--- src/rtl/irq_sel_pkg.sv ---
package irq_sel_pkg;
  // Sources handled by one first-stage picker
  localparam int unsigned WORD_W = 32;
  localparam int unsigned WORD_IDX_W = $clog2(WORD_W);
endpackage

--- src/rtl/irq_word_pick.sv ---
// Picks the best qualifying source inside one word (combinational).
module irq_word_pick #(
  parameter int unsigned PRIO_W = 3,
  parameter int unsigned WORD_W = 32,
  localparam int unsigned IDX_W = $clog2(WORD_W)
) (
  input  logic [WORD_W-1:0]        elig_i,
  input  logic [WORD_W*PRIO_W-1:0] prio_i,
  input  logic [PRIO_W-1:0]        thr_i,
  output logic                     hit_o,
  output logic [PRIO_W-1:0]        prio_o,
  output logic [IDX_W-1:0]         idx_o
);
  logic [PRIO_W-1:0] best_p;
  logic [IDX_W-1:0]  best_i;
  logic              found;

  // Ascending scan with a strict compare: ties keep the lower index,
  // and starting from the threshold masks priorities equal to it.
  always_comb begin
    best_p = thr_i;
    best_i = '0;
    found  = 1'b0;
    for (int j = 0; j < WORD_W; j++) begin
      if (elig_i[j] && (prio_i[j*PRIO_W +: PRIO_W] > best_p)) begin
        best_p = prio_i[j*PRIO_W +: PRIO_W];
        best_i = IDX_W'(j);
        found  = 1'b1;
      end
    end
  end

  assign hit_o  = found;
  assign prio_o = best_p;
  assign idx_o  = best_i;
endmodule

--- src/rtl/irq_word_merge.sv ---
// Merges the per-word winners into one source number (combinational).
module irq_word_merge #(
  parameter int unsigned NUM_WORDS = 2,
  parameter int unsigned PRIO_W    = 3,
  parameter int unsigned WORD_W    = 32,
  parameter int unsigned ID_W      = 6,
  localparam int unsigned IDX_W    = $clog2(WORD_W)
) (
  input  logic [NUM_WORDS-1:0]        hit_i,
  input  logic [NUM_WORDS*PRIO_W-1:0] prio_i,
  input  logic [NUM_WORDS*IDX_W-1:0]  idx_i,
  output logic                        found_o,
  output logic [ID_W-1:0]             id_o
);
  logic [PRIO_W-1:0] best_p;
  logic [ID_W-1:0]   best_id;
  logic              found;

  always_comb begin
    best_p  = '0;
    best_id = '0;
    found   = 1'b0;
    for (int w = 0; w < NUM_WORDS; w++) begin
      if (hit_i[w] && (!found || (prio_i[w*PRIO_W +: PRIO_W] > best_p))) begin
        best_p  = prio_i[w*PRIO_W +: PRIO_W];
        best_id = ID_W'(w * WORD_W + int'(idx_i[w*IDX_W +: IDX_W]));
        found   = 1'b1;
      end
    end
  end

  assign found_o = found;
  assign id_o    = best_id;
endmodule

--- src/rtl/irq_prio_sel.sv ---
// Two-stage thresholded interrupt selector for one target context.
module irq_prio_sel
  import irq_sel_pkg::*;
#(
  parameter int unsigned NUM_SRC = 64,
  parameter int unsigned PRIO_W  = 3,
  localparam int unsigned ID_W   = $clog2(NUM_SRC)
) (
  input  logic                      clk,
  input  logic                      rst_n,
  input  logic [NUM_SRC-1:0]        pending_i,
  input  logic [NUM_SRC-1:0]        claimed_i,
  input  logic [NUM_SRC-1:0]        enable_i,
  input  logic [NUM_SRC*PRIO_W-1:0] prio_i,
  input  logic [PRIO_W-1:0]         threshold_i,
  output logic [ID_W-1:0]           id_o,
  output logic                      irq_o
);
  localparam int unsigned NUM_WORDS = (NUM_SRC + WORD_W - 1) / WORD_W;
  localparam int unsigned PAD_SRC   = NUM_WORDS * WORD_W;

  // Padded eligibility and priority; positions past NUM_SRC stay zero
  logic [PAD_SRC-1:0]        elig_pad;
  logic [PAD_SRC*PRIO_W-1:0] prio_pad;

  always_comb begin
    elig_pad = '0;
    prio_pad = '0;
    for (int i = 1; i < NUM_SRC; i++) begin
      elig_pad[i] = pending_i[i] & ~claimed_i[i] & enable_i[i];
    end
    prio_pad[NUM_SRC*PRIO_W-1:0] = prio_i;
  end

  // Stage 1: one picker per word
  logic [NUM_WORDS-1:0]            hit_d, hit_q;
  logic [NUM_WORDS*PRIO_W-1:0]     wprio_d, wprio_q;
  logic [NUM_WORDS*WORD_IDX_W-1:0] widx_d, widx_q;

  for (genvar w = 0; w < NUM_WORDS; w++) begin : g_word
    irq_word_pick #(
      .PRIO_W (PRIO_W),
      .WORD_W (WORD_W)
    ) u_pick (
      .elig_i (elig_pad[w*WORD_W +: WORD_W]),
      .prio_i (prio_pad[w*WORD_W*PRIO_W +: WORD_W*PRIO_W]),
      .thr_i  (threshold_i),
      .hit_o  (hit_d[w]),
      .prio_o (wprio_d[w*PRIO_W +: PRIO_W]),
      .idx_o  (widx_d[w*WORD_IDX_W +: WORD_IDX_W])
    );
  end

  always_ff @(posedge clk or negedge rst_n) begin
    if (!rst_n) begin
      hit_q   <= '0;
      wprio_q <= '0;
      widx_q  <= '0;
    end else begin
      hit_q   <= hit_d;
      wprio_q <= wprio_d;
      widx_q  <= widx_d;
    end
  end

  // Stage 2: merge word winners
  logic            found_d;
  logic [ID_W-1:0] id_d;

  irq_word_merge #(
    .NUM_WORDS (NUM_WORDS),
    .PRIO_W    (PRIO_W),
    .WORD_W    (WORD_W),
    .ID_W      (ID_W)
  ) u_merge (
    .hit_i   (hit_q),
    .prio_i  (wprio_q),
    .idx_i   (widx_q),
    .found_o (found_d),
    .id_o    (id_d)
  );

  logic [ID_W-1:0] id_q;
  logic            irq_q;

  always_ff @(posedge clk or negedge rst_n) begin
    if (!rst_n) begin
      id_q  <= '0;
      irq_q <= 1'b0;
    end else begin
      id_q  <= id_d;
      irq_q <= found_d;
    end
  end

  assign id_o  = id_q;
  assign irq_o = irq_q;
endmodule

--- config.mk ---
export PLATFORM = sky130hd
export DESIGN_NAME = irq_prio_sel
export DESIGN_NICKNAME = d
export VERILOG_FILES = /design/src/rtl/irq_sel_pkg.sv /design/src/rtl/irq_word_pick.sv /design/src/rtl/irq_word_merge.sv /design/src/rtl/irq_prio_sel.sv
export SDC_FILE = /design/constraint.sdc
export NUM_CORES = 1
export LEC_CHECK = 0
export BUFFER_PORTS_ARGS = -buffer_cell sky130_fd_sc_hd__buf_2
export CAP_MARGIN = 20
export CELL_PAD_IN_SITES_DETAIL_PLACEMENT = 1
export CELL_PAD_IN_SITES_GLOBAL_PLACEMENT = 1
export CORE_UTILIZATION = 30
export CTS_BUF_LIST = sky130_fd_sc_hd__clkbuf_4 sky130_fd_sc_hd__clkbuf_8
export CTS_CLUSTER_DIAMETER = 200
export CTS_CLUSTER_SIZE = 25
export DETAILED_ROUTE_END_ITERATION = 16
export GPL_TIMING_DRIVEN = 0
export PLACE_DENSITY = 0.7
export SYNTH_ARGS = -nofsm -noshare
export SYNTH_HDL_FRONTEND = slang
export SYNTH_HIERARCHICAL = 1
export SYNTH_SLANG_ARGS = --single-unit
--- constraint.sdc ---
create_clock -name clk -period 1.75 [get_ports clk]
set_input_delay 0.0875 -clock clk [delete_from_list [all_inputs] [get_ports clk]]
set_output_delay 0.0875 -clock clk [all_outputs]
set_load 0.02 [all_outputs]
# == Yosys cells after proc, flatten, opt, wreduce, memory -nomap -nowiden ==
# Index checks and enable logic that the tools add are counted.
# totals
latch_bits,0
ff_bits,25
n_memories,0
wordCells,518
ramBits,0
rom_bits,0
# op_classes
bitwise,189
div_mod_pow,0
n_reduce_logical,66
mux,193
addsub,1
eq_ne,0
magnitude_cmp,64
mul,0
shifts,0
# op_table
operator,n
$mux W3,72
$gt A3 B3 Y1,64
$mux W5,33
$and A1 B1 Y1,126
$mux W1,67
$logic_and A1 B1 Y1,64
$mux W4,16
$not A1 Y1,63
$mux W2,4
$add A6 B5 Y6 const A,1
$mux W6,1
$logic_not A1 Y1,1
$logic_or A1 B1 Y1,1

# == Longest topological paths before layout ==
# depth
depth_word,98
depth_mapped,230
ltp_nobuf,229

# == Cells and area by module ==
# Netlist, hierarchy kept.
# modules_own_cells
mod,cells_per_inst,n_inst,area_per_inst_um2
irq_word_pick (g_word[1].u_pick),757,1,4807.1
irq_word_pick (g_word[0].u_pick),716,1,4496.8
irq_prio_sel,89,1,1181.1
irq_word_merge,20,1,156.4

# == Worst setup path before layout ==
# Ideal clock, no wire load.
# synth_path
path_kind,input-to-reg
from,in threshold_i[1]
to,reg hit_q[1]
path_buffers,1
t_arrival_ns,39.154
cell_stages,221
path_slack_ns,-37.535
cell_sequence,inv_1 > ha_1 > and3_1 > a2111o_1 > buf_6 > o21ai_0 > ha_1 > nor4_1 > a311oi_1 > a21o_1 > mux2_2 > ha_1 > nor2_1 > o211a_1 > o21ai_0 > and2_1 > a21o_1 > ha_1 > [185 not listed] > o21ai_1 > a31oi_4 > mux2_4 > ha_1 > a21oi_1 > maj3_1 > nand2_1 > mux2i_1 > ha_1 > nor2b_1 > o21ai_0 > nand2b_1 > nand3_1 > inv_1 > nor2_1 > and2_1 > nand4_2 > or3_1
# synth_via
elab_chain_len,96
elab_cells_between_ends,127
classes_between,order compare: 32; mux: 63; reduce/logical: 32
# synth_lines
item,line_no,text
from (decl),irq_prio_sel.sv:15,"input logic [PRIO_W-1:0] threshold_i,"
$gt A3 B3 Y1,irq_word_pick.sv:25,if (elig_i[j] && (prio_i[j*PRIO_W +: PRIO_W] > best_p)) begin
$logic_and A1 B1 Y1,irq_word_pick.sv:25,
$mux W3,irq_word_pick.sv:25,
$gt A3 B3 Y1,irq_word_pick.sv:25,
$logic_and A1 B1 Y1,irq_word_pick.sv:25,
$mux W3,irq_word_pick.sv:25,
$gt A3 B3 Y1,irq_word_pick.sv:25,
$logic_and A1 B1 Y1,irq_word_pick.sv:25,
[81 not listed],-,
$mux W3,irq_word_pick.sv:25,
$gt A3 B3 Y1,irq_word_pick.sv:25,
$logic_and A1 B1 Y1,irq_word_pick.sv:25,
$mux W3,irq_word_pick.sv:25,
$gt A3 B3 Y1,irq_word_pick.sv:25,
$logic_and A1 B1 Y1,irq_word_pick.sv:25,
$mux W1 (*),irq_word_pick.sv:25,
named net hit_d[1],irq_prio_sel.sv:36,"logic [NUM_WORDS-1:0] hit_d, hit_q;"
to (signal assigned),irq_prio_sel.sv:60,hit_q <= hit_d;
to (decl),irq_prio_sel.sv:36,
# The timed path passes the listed nets; every way through them passes the cells marked *.

# == Final worst setup path ==
# layout_path
from,in threshold_i[2]
to,reg hit_q[1]
# Same word-level chain as after synthesis.

==> results.yml <==
run_status:
  status: "finished, violations left"
  violations: "negative setup slack"
logic_synthesis:
  ys_warn_count: 6
  synth_area_leader_cell: "ha_1"
  synth_xor_area_frac: 0
  ys_async_sr_fraction: 1.00
  synth_most_common_cell: "nand2_1"
  synth_fa_ha_area_frac: 0.108
  muxShareOfSynthArea: 0.0267
  synth_top_area_share: 0.0905
  seq_area_frac_synth: 0.0588
  syn_area_per_cell_um2: 6.73
  synth_compound_area_frac: 0.408
  ys_types: 114
  synth_area_leaders: "ha_1 (9.1%), nand2_1 (6.6%), nor2_1 (6.0%), dfrtp_1 (5.9%), a21oi_1 (5.8%)"
  synthTopCellsByCount: "nand2_1 (188), nor2_1 (169), a21oi_1 (124)"
  netlist_area_um2: 10600
  postSynthCellCount: 1582
  synth_top_family_by_area: "compound AO/OA/AOI/OAI gates"
  synth_edf_count: 0
  synth_seq_cells: 25
  synthSimpleGateAreaFrac: 0.352
  synthFlopType: "dfrtp_1"
power:
  combPwrFrac: 0.907
  power_density_nw_per_um2: 740
  seqPwrFrac: 0.068
  leakage_nw: 8.25
  p_switching_w: 0.00635
  clockPowerShare: 0.025
  p_sw_frac: 0.476
  ir_drop_v: 0.000490
  p_int_w: 0.00699
critical_path:
  crit_fanout: 4
  path_common_cell: "ha_4"
  cp-end-kind: "flop"
  setup.worst_path.start_class: "input port"
  cpMaxStageDelayCell: "o41a_1"
  worstPathArrival_ps: 40110
  critPathKind: "input port to flop"
  worstPathRequired_ps: 1890
  cpPeakStageDelay_ps: 430
  rr_worst_depth: 6
  cp_num_buf_inv: 12
  critPathTopFamily: "compound AO/OA/AOI/OAI gates"
  path_depth: 225
finish:
  stdcell_count: 2727
  drive_above_1_share: 0.503
  area_growth_pct: 69.5
  fin_area_um2: 18000
  nets: 2723
detailed_routing:
  route.detailed.drc: 0
  avgViaCountPerCell: 5.75
  finalWirelength_um: 54100
  post_drt_wl_per_cell_um: 19.9
  vias: 15700
  ant_nets: 0
  dr.pass1.iters: 5
  drt_iter0_markers: 616
global_route:
  grt_pass1_vias: 15600
  grt_overflow: 0
  grt_max_degree: 26
  antenna_found_initial: 18
  grt_usage: 0.246
  grt_first_pass_wirelength_um: 74800
die:
  core_um2: 34700
  die_w_um: 190
  initial_core_util: 0.307
  io_pins: 396
  dieArea_um2: 36200
  die_y_um: 190
  rows: 68
placement:
  routabilityCongestion: 0.910
  post-place-cells: 2427
  placed_cell_area_um2: 13900
  portBuffers: 389
  dp_hpwl_um: 36100
timing:
  final-hold-violation-count: 0
  max_freq_ghz: 0.0250
  rsz0062_at_grt: "true"
  slew_headroom: 0.219
  slew_violations: 0
  period_needed_ps: 39970
  skew_ps: 7.00
  setup_tns_ps: -652880
  worst_slew_pin_slew_ps: 1160
  final.setup.worst_slack_ps: -38220
  finalCritPeriodShare: 22.8
  setup_viol: 18
cts:
  h-tree-depth: 1
  cts_buffers: 3
  clk_transition_reported_paths_ps: 80
  clock_sinks: 25
  cts_tree: "yes"
  cts_max_path_buffers: 2
  insertion_delay_ps: 260
  ctsRootBufferMaster: "clkbuf_8"
worst_hold_path:
  hold_class: "input port to flop"
  whs_path_depth: 3
job:
  max_cap_viol_count: 0
metal layers:
metal / track usage / vias to the layer above / wire [um]
met3: 0.0340 / 127 / 2680
met1: 0.280 / 7610 / 21100
met2: 0.473 / 502 / 28700
met4: 0.0646 / 6 / 1670
li1: - / 7445 / -
met5: 0 / - / 36
sequential cells by signal, summed over array words and instances (netlist names):
register  count
widx_q       10
wprio_q       6
hit_q         2
id_o          6
irq_o         1
stage by stage:
step                total power, W  worst slack, ps  hold WS (ps)  utilization
finish                      0.0133           -38220          98.5        0.520
global route                0.0142           -39580           119        0.519
CTS                         0.0109           -36330          97.2        0.471
detailed placement         0.00835           -40870          99.5        0.401
global placement           0.00808           -39830          93.7        0.401
floorplan                  0.00638           -35800          -208            -
final timing paths:
path                               to      startpoint  slack, ps
setup / recovery             hit_q[1]  threshold_i[2]     -38220
setup reg to reg              id_o[4]        hit_q[0]        100
hold reg to reg               id_o[2]       widx_q[2]        470
hold / removal             wprio_q[5]     prio_i[191]        100
max in group asynchronous    hit_q[0]           rst_n        950
min in group asynchronous     id_o[3]           rst_n        410
power by group through the flow:
stage | Sequential (W) | Clock [W] | Combinational, W
floorplan | 0.000995 | 0 | 0.00538
global placement | 0.000921 | 0 | 0.00716
detailed placement | 0.000923 | 0 | 0.00743
CTS | 0.000912 | 0.000346 | 0.00963
global route | 0.000938 | 0.000368 | 0.0129
finish | 0.000912 | 0.000335 | 0.0121
cells in the final DEF (no fill, tap or decap), types with 12 or more instances in the layout:
cell type,Yosys,layout
a21o_1,23,22
a21oi_1,124,90
a21oi_2,6,33
a31oi_1,38,28
and2_1,36,29
and3_1,28,19
and3b_1,66,66
buf_2,2,385
buf_4,0,259
buf_6,2,25
dfrtp_1,25,24
diode_2,0,16
ha_1,77,32
ha_4,0,41
inv_1,113,100
maj3_2,2,16
mux2_4,3,14
nand2_1,188,171
nand2_2,2,12
nand3_1,61,55
nand4_1,14,14
nor2_1,169,99
nor2_2,0,26
nor2_4,0,44
nor3_1,35,23
o211ai_1,23,23
o21a_1,41,39
o21ai_0,81,49
o21ai_1,8,17
o21ai_2,5,21
or2_2,25,14
or2_4,0,12
final cells by class:
cell class / instances / area (um^2)
Inverter: 114 / 452
Clock inverter: 1 / 7.51
Buffer: 10 / 53.8
Multi-Input combinational cell: 1432 / 12000
Fill cell: 4360 / 16700
Timing Repair Buffer: 671 / 4210
Clock buffer: 3 / 41.3
Sequential cell: 25 / 627
Tap cell: 455 / 569
Antenna cell: 16 / 40.0
worst reg2reg max path, cell delays in order (launching register included):
cell     delay, ps
dfrtp_2        450
and2_1         170
ha_1           180
and3b_1        250
o21ai_4         80
o21a_2         240
a22o_1         180
kinds of logic (layout without fill, tap and decap cells):
| logic type | Yosys count | after routing |
|---|---|---|
| AO/OA/AOI/OAI | 594 | 594 |
| adder cells (fa/ha/maj) | 95 | 95 |
| buffers and inverters | 126 | 799 |
| flip-flops | 25 | 25 |
| multiplexers | 24 | 24 |
| other | 1 | 18 |
| AND/OR/NAND/NOR | 717 | 717 |
timing repair:
action | CTS | global route
buffers inserted | 207 | 81
resized for setup | 169 | 214
endpoints found under the hold margin | 25 | 0
pin swaps | 217 | 256
gates cloned | 0 | 0
hold buffers | 1 | 0
setup endpoints to repair | 21 | 23
(Power assumes the default switching activity.)
